`src/rtl/sp_pkg.sv`:
```
package sp_pkg;
  localparam int OFS_ID0   = 0;
  localparam int OFS_ID1   = 4;
  localparam int OFS_ID2   = 8;
  localparam int OFS_ID3   = 12;
  localparam int OFS_DATA  = 16;
  localparam int OFS_STAT  = 20;
  localparam int OFS_DIVLO = 24;
  localparam int OFS_DIVHI = 28;

  localparam int SB_FERR    = 0;
  localparam int SB_OVF     = 1;
  localparam int SB_RXIE    = 2;
  localparam int SB_RXFULL  = 3;
  localparam int SB_RXLAST  = 4;
  localparam int SB_RXEMPTY = 5;
  localparam int SB_TXIE    = 6;
  localparam int SB_TXEMPTY = 7;

  localparam int OVERSAMPLE = 4;

  typedef enum logic [1:0] {RX_IDLE, RX_BITS, RX_WAITHI} rx_state_e;

  // sticky flag: a new event wins, a written 0 clears, a written 1 keeps
  function automatic logic sticky_next(input logic cur, input logic set_ev,
                                       input logic wr, input logic wbit);
    if (set_ev) return 1'b1;
    if (wr && !wbit) return 1'b0;
    return cur;
  endfunction
endpackage

```
`src/rtl/sp_baud_tick.sv`:
```
module sp_baud_tick #(
  parameter int DIV_W = 16
) (
  input  logic             clk,
  input  logic             rst_n,
  input  logic [DIV_W-1:0] div,
  output logic             tick
);
  logic [DIV_W-1:0] cnt;

  assign tick = (cnt >= div);

  always_ff @(posedge clk or negedge rst_n) begin
    if (!rst_n)    cnt <= '0;
    else if (tick) cnt <= '0;
    else           cnt <= cnt + 1'b1;
  end
endmodule

```
`src/rtl/sp_tx_shift.sv`:
```
module sp_tx_shift #(
  parameter int DATA_W = 8,
  parameter int OVS    = 4
) (
  input  logic              clk,
  input  logic              rst_n,
  input  logic              tick,
  input  logic              load,
  input  logic [DATA_W-1:0] din,
  output logic              busy,
  output logic              txd
);
  localparam int FR = DATA_W + 2;
  localparam int BW = $clog2(FR + 1);
  localparam int PW = $clog2(OVS);

  logic [FR-1:0] shreg;
  logic [BW-1:0] bitn;
  logic [PW-1:0] ph;
  logic          bit_end;

  assign bit_end = tick && (ph == PW'(OVS - 1));
  assign txd     = shreg[0];

  always_ff @(posedge clk or negedge rst_n) begin
    if (!rst_n) begin
      shreg <= '1;
      bitn  <= '0;
      ph    <= '0;
      busy  <= 1'b0;
    end else if (!busy) begin
      if (load) begin
        shreg <= {1'b1, din, 1'b0};
        bitn  <= '0;
        ph    <= '0;
        busy  <= 1'b1;
      end
    end else if (tick) begin
      if (bit_end) begin
        ph    <= '0;
        shreg <= {1'b1, shreg[FR-1:1]};
        if (bitn == BW'(FR - 1)) busy <= 1'b0;
        else                     bitn <= bitn + 1'b1;
      end else begin
        ph <= ph + 1'b1;
      end
    end
  end

  assert_idle_high_R8: assert property (@(posedge clk) disable iff (!rst_n)
    !busy |-> txd);
  assert_busy_from_load_R8: assert property (@(posedge clk) disable iff (!rst_n)
    $rose(busy) |-> $past(load));
endmodule

```
`src/rtl/sp_rx_sample.sv`:
```
module sp_rx_sample #(
  parameter int DATA_W = 8,
  parameter int OVS    = 4
) (
  input  logic              clk,
  input  logic              rst_n,
  input  logic              tick,
  input  logic              rxd,
  output logic              done,
  output logic [DATA_W-1:0] data,
  output logic              ferr
);
  import sp_pkg::*;
  localparam int PW    = $clog2(OVS);
  localparam int BW    = $clog2(DATA_W + 1);
  localparam int START = OVS / 2;

  logic [1:0]  sync;
  logic        rx_s;
  rx_state_e   st;
  logic [PW-1:0] ph;
  logic [BW-1:0] bitn;

  assign rx_s = sync[1];

  always_ff @(posedge clk or negedge rst_n) begin
    if (!rst_n) sync <= 2'b11;
    else        sync <= {sync[0], rxd};
  end

  always_ff @(posedge clk or negedge rst_n) begin
    if (!rst_n) begin
      st   <= RX_IDLE;
      ph   <= '0;
      bitn <= '0;
      data <= '0;
      done <= 1'b0;
      ferr <= 1'b0;
    end else begin
      done <= 1'b0;
      case (st)
        RX_IDLE: if (tick) begin
          if (rx_s) ph <= '0;
          else if (ph == PW'(START - 1)) begin
            st   <= RX_BITS;
            ph   <= '0;
            bitn <= '0;
          end else ph <= ph + 1'b1;
        end
        RX_BITS: if (tick) begin
          if (ph == PW'(OVS - 1)) begin
            ph <= '0;
            if (bitn == BW'(DATA_W)) begin
              done <= 1'b1;
              ferr <= !rx_s;
              st   <= rx_s ? RX_IDLE : RX_WAITHI;
            end else begin
              data <= {rx_s, data[DATA_W-1:1]};
              bitn <= bitn + 1'b1;
            end
          end else ph <= ph + 1'b1;
        end
        default: if (rx_s) st <= RX_IDLE;
      endcase
    end
  end
endmodule

```
`src/rtl/sp_rx_fifo.sv`:
```
module sp_rx_fifo #(
  parameter int W     = 8,
  parameter int DEPTH = 4
) (
  input  logic                       clk,
  input  logic                       rst_n,
  input  logic                       push,
  input  logic [W-1:0]               din,
  input  logic                       pop,
  output logic [W-1:0]               dout,
  output logic [$clog2(DEPTH+1)-1:0] count
);
  localparam int PW = $clog2(DEPTH);
  localparam int CW = $clog2(DEPTH + 1);

  logic [W-1:0]  mem [DEPTH];
  logic [PW-1:0] wp, rp;
  logic          do_push, do_pop;

  function automatic logic [PW-1:0] ptr_inc(input logic [PW-1:0] p);
    return (p == PW'(DEPTH - 1)) ? '0 : p + 1'b1;
  endfunction

  assign do_push = push && (count != CW'(DEPTH));
  assign do_pop  = pop && (count != '0);
  assign dout    = mem[rp];

  always_ff @(posedge clk) begin
    if (do_push) mem[wp] <= din;
  end

  always_ff @(posedge clk or negedge rst_n) begin
    if (!rst_n) begin
      wp <= '0; rp <= '0; count <= '0;
    end else begin
      if (do_push) wp <= ptr_inc(wp);
      if (do_pop)  rp <= ptr_inc(rp);
      count <= count + CW'(do_push) - CW'(do_pop);
    end
  end

  assert_no_overflow_R5: assert property (@(posedge clk) disable iff (!rst_n)
    push |-> (count < CW'(DEPTH)));
endmodule

```
`src/rtl/serial_port8n1.sv`:
```
module serial_port8n1 #(
  parameter int         ADDR_W   = 5,
  parameter int         RX_DEPTH = 4,
  parameter logic [7:0] ID0      = 8'h5E,
  parameter logic [7:0] ID1      = 8'h01,
  parameter logic [7:0] ID2      = 8'h00,
  parameter logic [7:0] ID3      = 8'h03
) (
  input  logic              clk,
  input  logic              rst_n,
  input  logic [ADDR_W-1:0] bus_addr,
  input  logic              bus_wr,
  input  logic              bus_rd,
  input  logic [7:0]        bus_wdata,
  output logic [7:0]        bus_rdata,
  output logic              irq,
  output logic              txd,
  input  logic              rxd
);
  import sp_pkg::*;
  localparam int DIV_W = 16;
  localparam int CW    = $clog2(RX_DEPTH + 1);

  logic [DIV_W-1:0] div;
  logic             tick, tx_busy, tx_empty;
  logic             rx_done, rx_ferr;
  logic [7:0]       rx_data, fifo_dout;
  logic [CW-1:0]    fifo_cnt;
  logic             fifo_full, fifo_empty, fifo_last;
  logic             rx_ie, tx_ie, err_f, err_o;
  logic             sel_data, sel_stat, sel_lo, sel_hi, wr_stat;
  logic             push, pop;
  logic [7:0]       status;

  assign sel_data = (bus_addr == ADDR_W'(OFS_DATA));
  assign sel_stat = (bus_addr == ADDR_W'(OFS_STAT));
  assign sel_lo   = (bus_addr == ADDR_W'(OFS_DIVLO));
  assign sel_hi   = (bus_addr == ADDR_W'(OFS_DIVHI));
  assign wr_stat  = bus_wr && sel_stat;

  assign fifo_full  = (fifo_cnt == CW'(RX_DEPTH));
  assign fifo_last  = (fifo_cnt == CW'(RX_DEPTH - 1));
  assign fifo_empty = (fifo_cnt == '0);
  assign tx_empty   = !tx_busy;
  assign push       = rx_done && !fifo_full;
  assign pop        = bus_rd && sel_data && !fifo_empty;

  sp_baud_tick #(.DIV_W(DIV_W)) u_tick (
    .clk(clk), .rst_n(rst_n), .div(div), .tick(tick));

  sp_tx_shift #(.DATA_W(8), .OVS(OVERSAMPLE)) u_tx (
    .clk(clk), .rst_n(rst_n), .tick(tick), .load(bus_wr && sel_data),
    .din(bus_wdata), .busy(tx_busy), .txd(txd));

  sp_rx_sample #(.DATA_W(8), .OVS(OVERSAMPLE)) u_rx (
    .clk(clk), .rst_n(rst_n), .tick(tick), .rxd(rxd),
    .done(rx_done), .data(rx_data), .ferr(rx_ferr));

  sp_rx_fifo #(.W(8), .DEPTH(RX_DEPTH)) u_fifo (
    .clk(clk), .rst_n(rst_n), .push(push), .din(rx_data), .pop(pop),
    .dout(fifo_dout), .count(fifo_cnt));

  always_ff @(posedge clk or negedge rst_n) begin
    if (!rst_n) begin
      div   <= '0;
      rx_ie <= 1'b0;
      tx_ie <= 1'b0;
      err_f <= 1'b0;
      err_o <= 1'b0;
    end else begin
      if (bus_wr && sel_lo) div[7:0]  <= bus_wdata;
      if (bus_wr && sel_hi) div[15:8] <= bus_wdata;
      if (wr_stat) begin
        rx_ie <= bus_wdata[SB_RXIE];
        tx_ie <= bus_wdata[SB_TXIE];
      end
      err_f <= sticky_next(err_f, rx_done && rx_ferr, wr_stat, bus_wdata[SB_FERR]);
      err_o <= sticky_next(err_o, rx_done && fifo_full, wr_stat, bus_wdata[SB_OVF]);
    end
  end

  always_comb begin
    status             = '0;
    status[SB_FERR]    = err_f;
    status[SB_OVF]     = err_o;
    status[SB_RXIE]    = rx_ie;
    status[SB_RXFULL]  = fifo_full;
    status[SB_RXLAST]  = fifo_last;
    status[SB_RXEMPTY] = fifo_empty;
    status[SB_TXIE]    = tx_ie;
    status[SB_TXEMPTY] = tx_empty;
  end

  always_comb begin
    case (int'(bus_addr))
      OFS_ID0:   bus_rdata = ID0;
      OFS_ID1:   bus_rdata = ID1;
      OFS_ID2:   bus_rdata = ID2;
      OFS_ID3:   bus_rdata = ID3;
      OFS_DATA:  bus_rdata = fifo_empty ? 8'h00 : fifo_dout;
      OFS_STAT:  bus_rdata = status;
      OFS_DIVLO: bus_rdata = div[7:0];
      OFS_DIVHI: bus_rdata = div[15:8];
      default:   bus_rdata = 8'h00;
    endcase
  end

  assign irq = (rx_ie && (!fifo_empty || err_f || err_o)) || (tx_ie && tx_empty);

  assert_ovf_cause_R5: assert property (@(posedge clk) disable iff (!rst_n)
    $rose(err_o) |-> $past(rx_done && fifo_full));
  assert_ferr_cause_R6: assert property (@(posedge clk) disable iff (!rst_n)
    $rose(err_f) |-> $past(rx_done && rx_ferr));
  assert_tx_irq_R10: assert property (@(posedge clk) disable iff (!rst_n)
    (tx_ie && !tx_busy) |-> irq);
  assert_pop_only_data_R3: assert property (@(posedge clk) disable iff (!rst_n)
    (fifo_cnt < $past(fifo_cnt)) |-> $past(bus_rd && sel_data));
endmodule

```
`config.mk`:
```
export PLATFORM = sky130hd
export DESIGN_NAME = serial_port8n1
export DESIGN_NICKNAME = d
export VERILOG_FILES = /design/src/rtl/sp_pkg.sv /design/src/rtl/sp_baud_tick.sv /design/src/rtl/sp_tx_shift.sv /design/src/rtl/sp_rx_sample.sv /design/src/rtl/sp_rx_fifo.sv /design/src/rtl/serial_port8n1.sv
export SDC_FILE = /design/constraint.sdc
export NUM_CORES = 1
export LEC_CHECK = 0
export BUFFER_PORTS_ARGS = -buffer_cell sky130_fd_sc_hd__buf_2
export CAP_MARGIN = 25
export CORE_MARGIN = 1.5
export CORE_UTILIZATION = 64
export CTS_BUF_LIST = sky130_fd_sc_hd__clkbuf_4
export DETAILED_ROUTE_END_ITERATION = 8
export PLACE_DENSITY_LB_ADDON = 0.05
export SYNTH_ARGS = -nofsm -noshare
export SYNTH_HDL_FRONTEND = slang
export SYNTH_HIERARCHICAL = 1
export SYNTH_SLANG_ARGS = --single-unit
```
`constraint.sdc`:
```
create_clock -name clk -period 4.19 [get_ports clk]
set_clock_uncertainty 0.15 [all_clocks]
set_input_delay 0.2095 -clock clk [delete_from_list [all_inputs] [get_ports clk]]
set_output_delay 0.2095 -clock clk [all_outputs]
set_load 0.03 [all_outputs]
```
==> results.toml, run 1 <==
[sta]
timing.slew.headroom = 0.4484
grt_setup_unrepaired = "false"
drv_slew = 0
max_clock_freq_mhz = 299.4
period_needed_ns = 3.340
setup-tns-final_ns = 0
tightestPinTransition_ns = 0.8274
fin_ws_ns = 0.8505
final-hold-violation-count = 0
final-setup-viol-count = 0
finalCritPeriodShare = 0.7970

[yosys]
post_synthesis_cell_count = 479
seq_area_frac_synth = 0.5011
post_synth_cell_types = 72
synth.ff_latch_count = 111
asyncSetResetFlopFracSynth = 0.7117
synthDominantCellAreaShare = 0.2889
yosysWarningCount = 6
synth_ff_type = "dfrtp_1"
post_synth_main_area_contributors = "dfrtp_1 (29%), edfxtp_1 (16%), mux2_2 (9.0%)"
number_of_enable_type_register_cells_in_the_synthesized_netlist = 32
syn-cell-area_um2 = 5891
synth_area_leader_cell = "dfrtp_1"
synth.net_count = 530
synth_area_per_cell_um2 = 12.30

[outcome]
failing_checks = "DRC"
run_status = "finished with violations"

[floorplanning]
core_area_um2 = 8806
floorplan.die_area_um2 = 9789
io_pins = 28
floorplan.die.width_um = 98.94
die_height_um = 98.94
std_cell_rows = 34
initial_core_util = 0.6689

[grt]
first_global_vias = 3916
globalRouteTotalUtil = 0.2526
maximum_number_of_pins_on_one_net_before_global_route_repair = 80
grt_pass1_wl_um = 19320
grt_antenna_before_repair = 0
grt-ovfl-total = 0

[critical_path]
critical_path.cell_chain = "ha_1 > nand4_1 > or3_4 > o31ai_4 > buf_4 > or3_1 > nand4b_4 > nor2_8 > mux2_2"
cpPeakStageDelay_ns = 0.48
crit_path_capture = "u_rx/data[2]"
r2r.worst_path.cells = 9
critical_path.max_fanout = 17
capturing_element_type_of_the_critical_path = "flip-flop"
crit_path_start_kind = "flip-flop"
worst-endpoint-required_ns = 4.44
criticalPathCategory = "reg -> reg"
crit-reg2reg-launch = "u_tick/cnt[11]"
rr_endpoint = "u_rx/data[2]"
timing.reg2reg.setup_slack_ns = 0.85
timing.critical_path.slowest_stage_cell = "dfrtp_1"
startpoint = "u_tick/cnt[11]"
critPathArrivalTime_ns = 3.59

[clock_tree]
clk_transition_reported_paths_ns = 0.21
clock_tree.htree_level_count = 3
cts.repair.resized = 0
cts.hold.buffers_added = 10
clock_sinks = 111
cts_inserted_buffers = 9
post_cts.repair.setup_buffers = 0
worstSkewPairLatency_ns = 0.48
clockBufferDepth = 2
cts_tree = "done"
ctsRootBufferMaster = "clkbuf_4"

[route]
avgRoutedWirePerCell_um = 18.16
drt_wl_total_um = 11410
ant_nets = 0
final_routed_drc_violation_total = 8
post_drt_via_cell_ratio = 6.183
via_count = 3883
detailedRoute.firstIterationViolations = 204
detailedRoute.firstPassIterationCount = 7

[power]
irDropWorstVdd_uv = 249.0
seq_power_share = 0.540
pwr-share-comb = 0.251
netSwitchingPower_w = 0.0009835
leakage_power_nw = 2.737
cellInternalPower_w = 0.001833
total_power_w = 0.002816
pwr_density_cell_nw_per_um2 = 439.1
swShare = 0.3493
power_frac_clock = 0.209

[placed_design]
dpl_worst_slack_ns = 0.8701
place.detailed.hpwl_um = 8200
portBuffers = 27
routabilityCongestion = 0.8226
placedInstanceArea_um2 = 6096

[final_layout]
diodes = 0
final_layout_size_suffix_gt1_frac = 0.2673
fin_area_um2 = 6414
fin_nets = 566
final_core_util = 0.7283
filler_cell_count = 619
syn_to_final_growth_pct = 8.878

[hold_path]
whs_path_depth = 4
min-delay-path-class = "in -> reg"

[run]
max_cap_viol_count = 0
==> layout make-up <==
class	count	area (µm²)	area share
timing repair buffer	42	297.8	0.04643
multi-input combinational	316	2718	0.4237
clock inverter	7	112.6	0.01756
sequential	111	2952	0.4602
tap	108	135.1	0.02107
clock buffer	9	67.56	0.01053
inverter	35	131.4	0.02048
==> per-stage QoR <==
step / instances / hold WS [ns]
3_3_place_gp: 600 / 0.1681
4_1_cts: 626 / 0.05608
2_1_floorplan: 479 / -0.2361
3_5_place_dp: 600 / 0.1660
6_report: 628 / 0.08392
5_1_grt: 628 / 0.1020
==> placed cells by master, fill, tap and decap left out, types with 3 or more instances in the layout <==
cell | netlist | routed
a22o_1 | 4 | 4
nand2b_1 | 6 | 6
a21oi_1 | 13 | 13
nor3_1 | 10 | 10
a22oi_1 | 3 | 3
a31oi_1 | 3 | 3
nor4_2 | 9 | 9
ha_1 | 32 | 32
and3_1 | 6 | 6
nand4_1 | 8 | 8
buf_4 | 1 | 4
xnor2_1 | 15 | 15
mux2_2 | 47 | 47
buf_2 | 6 | 26
nor2_1 | 17 | 17
clkinv_8 | 0 | 4
and2_1 | 4 | 4
a221o_1 | 3 | 3
edfxtp_1 | 32 | 32
o21ai_0 | 10 | 10
nor4_1 | 10 | 10
a211o_1 | 3 | 3
mux4_2 | 8 | 8
nor4bb_1 | 3 | 3
nor2b_1 | 8 | 8
dlygate4sd3_1 | 0 | 11
dfrtp_1 | 68 | 68
or3_1 | 3 | 3
nor3b_1 | 4 | 4
inv_1 | 35 | 35
o21a_1 | 3 | 3
dfstp_2 | 11 | 11
nand3_1 | 12 | 12
a31o_2 | 3 | 3
clkbuf_4 | 0 | 9
nand2_1 | 26 | 26
==> critical path, delay by kind of cell, from the launching register on <==
family | cells | cell delay (ns)
fa+ha+maj | 1 | 0.34
compound gates | 1 | 0.23
simple gates | 5 | 1.43
mux | 1 | 0.36
buf+inv | 1 | 0.28
flops | 1 | 0.48
==> per-layer routing <==
| layer | track usage | vias to the layer above | part of all wire |
|---|---|---|---|
| met5 | 0 | - | 0 |
| met4 | 0.05934 | 0 | 0.014 |
| met3 | 0.04610 | 19 | 0.051 |
| met2 | 0.4016 | 99 | 0.47 |
| met1 | 0.3665 | 1926 | 0.46 |
| li1 | - | 1839 | - |
==> kinds of logic after synthesis <==
kind of cell / Yosys count / synth area share
AOI/OAI and AO/OA: 62 / 0.07753
xor gates and xnor gates: 16 / 0.02379
adders and majority gates: 33 / 0.07137
buffers and inverters: 52 / 0.03760
DFF: 111 / 0.5011
muxes: 59 / 0.1289
and+or+nand+nor: 146 / 0.1597
==> worst min path at each step <==
stage          startpoint            to  slack [ns]
5_1_grt            bus_wr         tx_ie        0.10
2_1_floorplan       rst_n        div[0]       -0.24
6_report           bus_wr         rx_ie        0.08
3_3_place_gp          rxd  u_rx/sync[0]        0.17
4_1_cts            bus_wr         rx_ie        0.06
3_5_place_dp          rxd  u_rx/sync[0]        0.17
==> flip-flops by register name, indices dropped and copies added, names as in the netlist, 3 cells and up <==
name          flops
div              16
u_fifo/count      3
u_tx/shreg        9
u_fifo/mem       32
u_rx/data         8
u_tx/bitn         4
u_tick/cnt       16
u_rx/bitn         4
==> power groups by stage <==
stage	Sequential, W	Clock [W]	Combinational [W]
2_1_floorplan	0.00145	0	0.000598
3_3_place_gp	0.00153	0	0.000662
3_5_place_dp	0.00155	0	0.000697
4_1_cts	0.00152	0.000611	0.000711
5_1_grt	0.00155	0.000650	0.000783
6_report	0.00152	0.000589	0.000708
==> synth_stat cells, types with 9 or more instances <==
cell,instances
nor4_1,10
edfxtp_1,32
dfrtp_1,68
inv_1,35
a21oi_1,13
nor4_2,9
mux2_2,47
nand2_1,26
dfstp_2,11
nor2_1,17
xnor2_1,15
nor3_1,10
o21ai_0,10
nand3_1,12
ha_1,32
Power figures use the tool's default switching activity.
==> run 2, diff against run 1 <==
--- a/config.mk
+++ b/config.mk
@@ -5,6 +5,7 @@
 export SDC_FILE = /design/constraint.sdc
 export NUM_CORES = 1
 export LEC_CHECK = 0
+export ABC_AREA = 1
 export BUFFER_PORTS_ARGS = -buffer_cell sky130_fd_sc_hd__buf_2
 export CAP_MARGIN = 25
 export CORE_MARGIN = 1.5
==> constraint.sdc (replaced) <==
create_clock -name clk -period 3.5 [get_ports clk]
set_clock_uncertainty 0.15 [all_clocks]
set_input_delay 0.175 -clock clk [delete_from_list [all_inputs] [get_ports clk]]
set_output_delay 0.175 -clock clk [all_outputs]
set_load 0.03 [all_outputs]
==> run 2 against run 1 <==
Compared with the run above: the run now ends clean; clock power is 14% higher; maximum frequency is 25% higher; utilization is 0.40 points lower; die area is 6.6% higher; wire length is 13% higher; global-route usage is 1.3 points higher; combinational power is 36% higher; via count is 25% higher; area after synthesis is 6.8% higher; clock-buffer cell count stayed put; hold slack worse by 0.0038 ns; non-clock buffer count is 1 higher.
==> results.toml, run 2 <==
[outcome]
run_status = "complete, no violations"

[final_layout]
biggestRegsByFlops = "u_fifo/mem (32), div (16), u_tick/cnt (16)"
area_used_by_multi_input_combinational_logic_um2 = 2833
fin_area_um2 = 6788
layout_commonest_cell = "nand2_1"
largest_register_ff_count = 32
syn_to_final_growth_pct = 7.917
filler_cell_count = 772
ff_latch_area_um2 = 2952
layout_common_cells = "nand2_1 (218), inv_1 (90), dfrtp_1 (68)"
final_layout_size_suffix_gt1_frac = 0.1686
diodes = 0
fin_nets = 817
post_layout_nonfiller_instances = 900
registers.top_by_ff_count = "u_fifo/mem"

[clock_tree]
ctsRootBufferMaster = "clkbuf_4"
cts.repair.resized = 0
clockBufferDepth = 2
cts_tree = "done"
post_cts.repair.setup_buffers = 0
cts_inserted_buffers = 9
cts.hold.buffers_added = 12
clock_tree.htree_level_count = 3
clk_transition_reported_paths_ns = 0.16
worstSkewPairLatency_ns = 0.47
clock_sinks = 111

[yosys]
synth.net_count = 777
synth_area_per_cell_um2 = 8.664
synth_ff_type = "dfrtp_1"
synth.ff_latch_count = 111
synthDominantCellAreaShare = 0.2705
post_synth_cell_types = 43
seq_area_frac_synth = 0.4693
syn-cell-area_um2 = 6290
number_of_enable_type_register_cells_in_the_synthesized_netlist = 32
asyncSetResetFlopFracSynth = 0.7117
synth_area_leader_cell = "dfrtp_1"
most_frequently_used_cell_type_in_the_post_synthesis_netlist = "nand2_1"
yosysWarningCount = 6
post_synth_main_area_contributors = "dfrtp_1 (27%), edfxtp_1 (15%), nand2_1 (13%)"
yosys-top-cells-count = "nand2_1 (218), inv_1 (90), dfrtp_1 (68)"
post_synthesis_cell_count = 726

[sta]
period_needed_ns = 2.681
hold-worst-slack_ns = 0.08013
setup-tns-final_ns = 0
drv_slew = 0
grt_setup_unrepaired = "false"
tightestPinTransition_ns = 0.8883
final-setup-viol-count = 0
max_clock_freq_mhz = 373.0
timing.slew.headroom = 0.4056
final-hold-violation-count = 0
finalCritPeriodShare = 0.7659

[hold_path]
whs_path_depth = 6
hold_start = "bus_addr[0]"
min_to = "u_fifo/rp[0]"
min-delay-path-class = "in -> reg"

[placed_design]
routabilityCongestion = 0.8888
placedInstanceArea_um2 = 6474
placed_cells_incl_taps = 870
place.detailed.hpwl_um = 9373
portBuffers = 27

[power]
power_frac_clock = 0.199
leakage_power_nw = 3.377
seq_power_share = 0.515
cellInternalPower_w = 0.002125
netSwitchingPower_w = 0.001257
pwr-share-comb = 0.286
swShare = 0.3717
pwr_density_cell_nw_per_um2 = 498.3
irDropWorstVdd_uv = 286.1

[critical_path]
critical_path.max_fanout = 7
crit-reg2reg-launch = "u_fifo/count[1]"
rr_endpoint = "u_fifo/count[2]"
capturing_element_type_of_the_critical_path = "flip-flop"
r2r.worst_path.cells = 14
timing.reg2reg.setup_slack_ns = 0.82
cpPeakStageDelay_ns = 0.56
critPathArrivalTime_ns = 2.94
worst-endpoint-required_ns = 3.76
crit_path_start_kind = "flip-flop"
path_common_cell = "inv_1"
timing.critical_path.slowest_stage_cell = "dfrtp_1"
criticalPathCategory = "reg -> reg"
critical_path.cell_chain = "nor2_1 > nand2_1 > inv_1 > nor3b_1 > nand2_1 > inv_1 > ha_1 > inv_1 > ha_1 > inv_1 > fa_1 > inv_1 > nand2_1 > nand2_1"

[floorplanning]
initial_core_util = 0.6712
core_area_um2 = 9371
floorplan.die.width_um = 102.1
floorplan.die_area_um2 = 10430
die_height_um = 102.1
io_pins = 28
std_cell_rows = 35

[route]
detailedRoute.firstPassIterationCount = 5
detailedRoute.firstIterationViolations = 315
ant_nets = 0
final_routed_drc_violation_total = 0
avgRoutedWirePerCell_um = 14.35
highest_layer = "met4"
met3_wirelength_um = 644
via_count = 4839
route.met2.wl_um = 6314
drt_wl_total_um = 12910
post_drt_via_cell_ratio = 5.377
detail_route.wirelength.met1_um = 5737

[grt]
grt_pass1_wl_um = 21230
first_global_vias = 4563
grt_antenna_before_repair = 0
grt-ovfl-total = 0
globalRouteTotalUtil = 0.2652
maximum_number_of_pins_on_one_net_before_global_route_repair = 80

[run]
max_cap_viol_count = 0
==> run 2: worst max-delay path: cells and delay by family (launching register included) <==
kind	cells	cell delay (ns)
AND/OR/NAND/NOR	6	0.85
buffers and inverters	5	0.35
flip-flops	1	0.56
adder cells (fa/ha/maj)	3	0.73
==> run 2: logic make-up after synthesis <==
kind of cell | after synthesis | share of synthesized area
compound gates | 61 | 0.06843
xor+xnor | 13 | 0.01810
fa+ha+maj | 33 | 0.06684
buf+inv | 111 | 0.08036
flops | 111 | 0.4693
simple gates | 397 | 0.2970
==> run 2: layout make-up <==
type                       instances  area share
clock buffer                       9    0.009954
clock inverter                     7     0.01309
inverter                          97     0.05530
multi-input combinational        504      0.4173
sequential                       111      0.4348
tap                              129     0.02378
timing repair buffer              43     0.04571
==> run 2: power groups by stage <==
stage               logic, W  clock network [W]  registers (W)
floorplan           0.000818                  0        0.00169
detailed placement  0.000941                  0        0.00177
finish              0.000966           0.000674        0.00174
global placement    0.000898                  0        0.00175
global route         0.00110           0.000742        0.00177
CTS                 0.000958           0.000698        0.00174
==> run 2: metal layers <==
layer	GRT usage	up-vias
met3	0.05746	19
met5	0	-
li1	-	2408
met2	0.4396	123
met1	0.3578	2289
met4	0.06744	0
==> run 2: metrics by stage <==
| stage | total power [W] | setup slack [ns] | util |
|---|---|---|---|
| after global routing | 0.003616 | 0.5899 | 0.7243 |
| final | 0.003382 | 0.8192 | 0.7243 |
| after floorplan | 0.002504 | 1.108 | - |
| after CTS | 0.003395 | 0.8217 | 0.7203 |
| after global placement | 0.002649 | 1.001 | 0.6908 |
| after detailed placement | 0.002707 | 0.8415 | 0.6908 |
==> run 2: how the worst max path moves through the flow <==
stage                    startpoint              end  slack (ns)  cells after the start
CTS                 u_fifo/count[1]  u_fifo/count[1]        0.82                     12
detailed placement  u_fifo/count[1]  u_fifo/count[1]        0.84                     12
global route        u_fifo/count[1]  u_fifo/count[2]        0.59                     14
finish              u_fifo/count[1]  u_fifo/count[2]        0.82                     14
global placement    u_fifo/count[1]  u_fifo/count[1]        1.00                     12
floorplan           u_fifo/count[1]  u_fifo/count[1]        1.11                     12
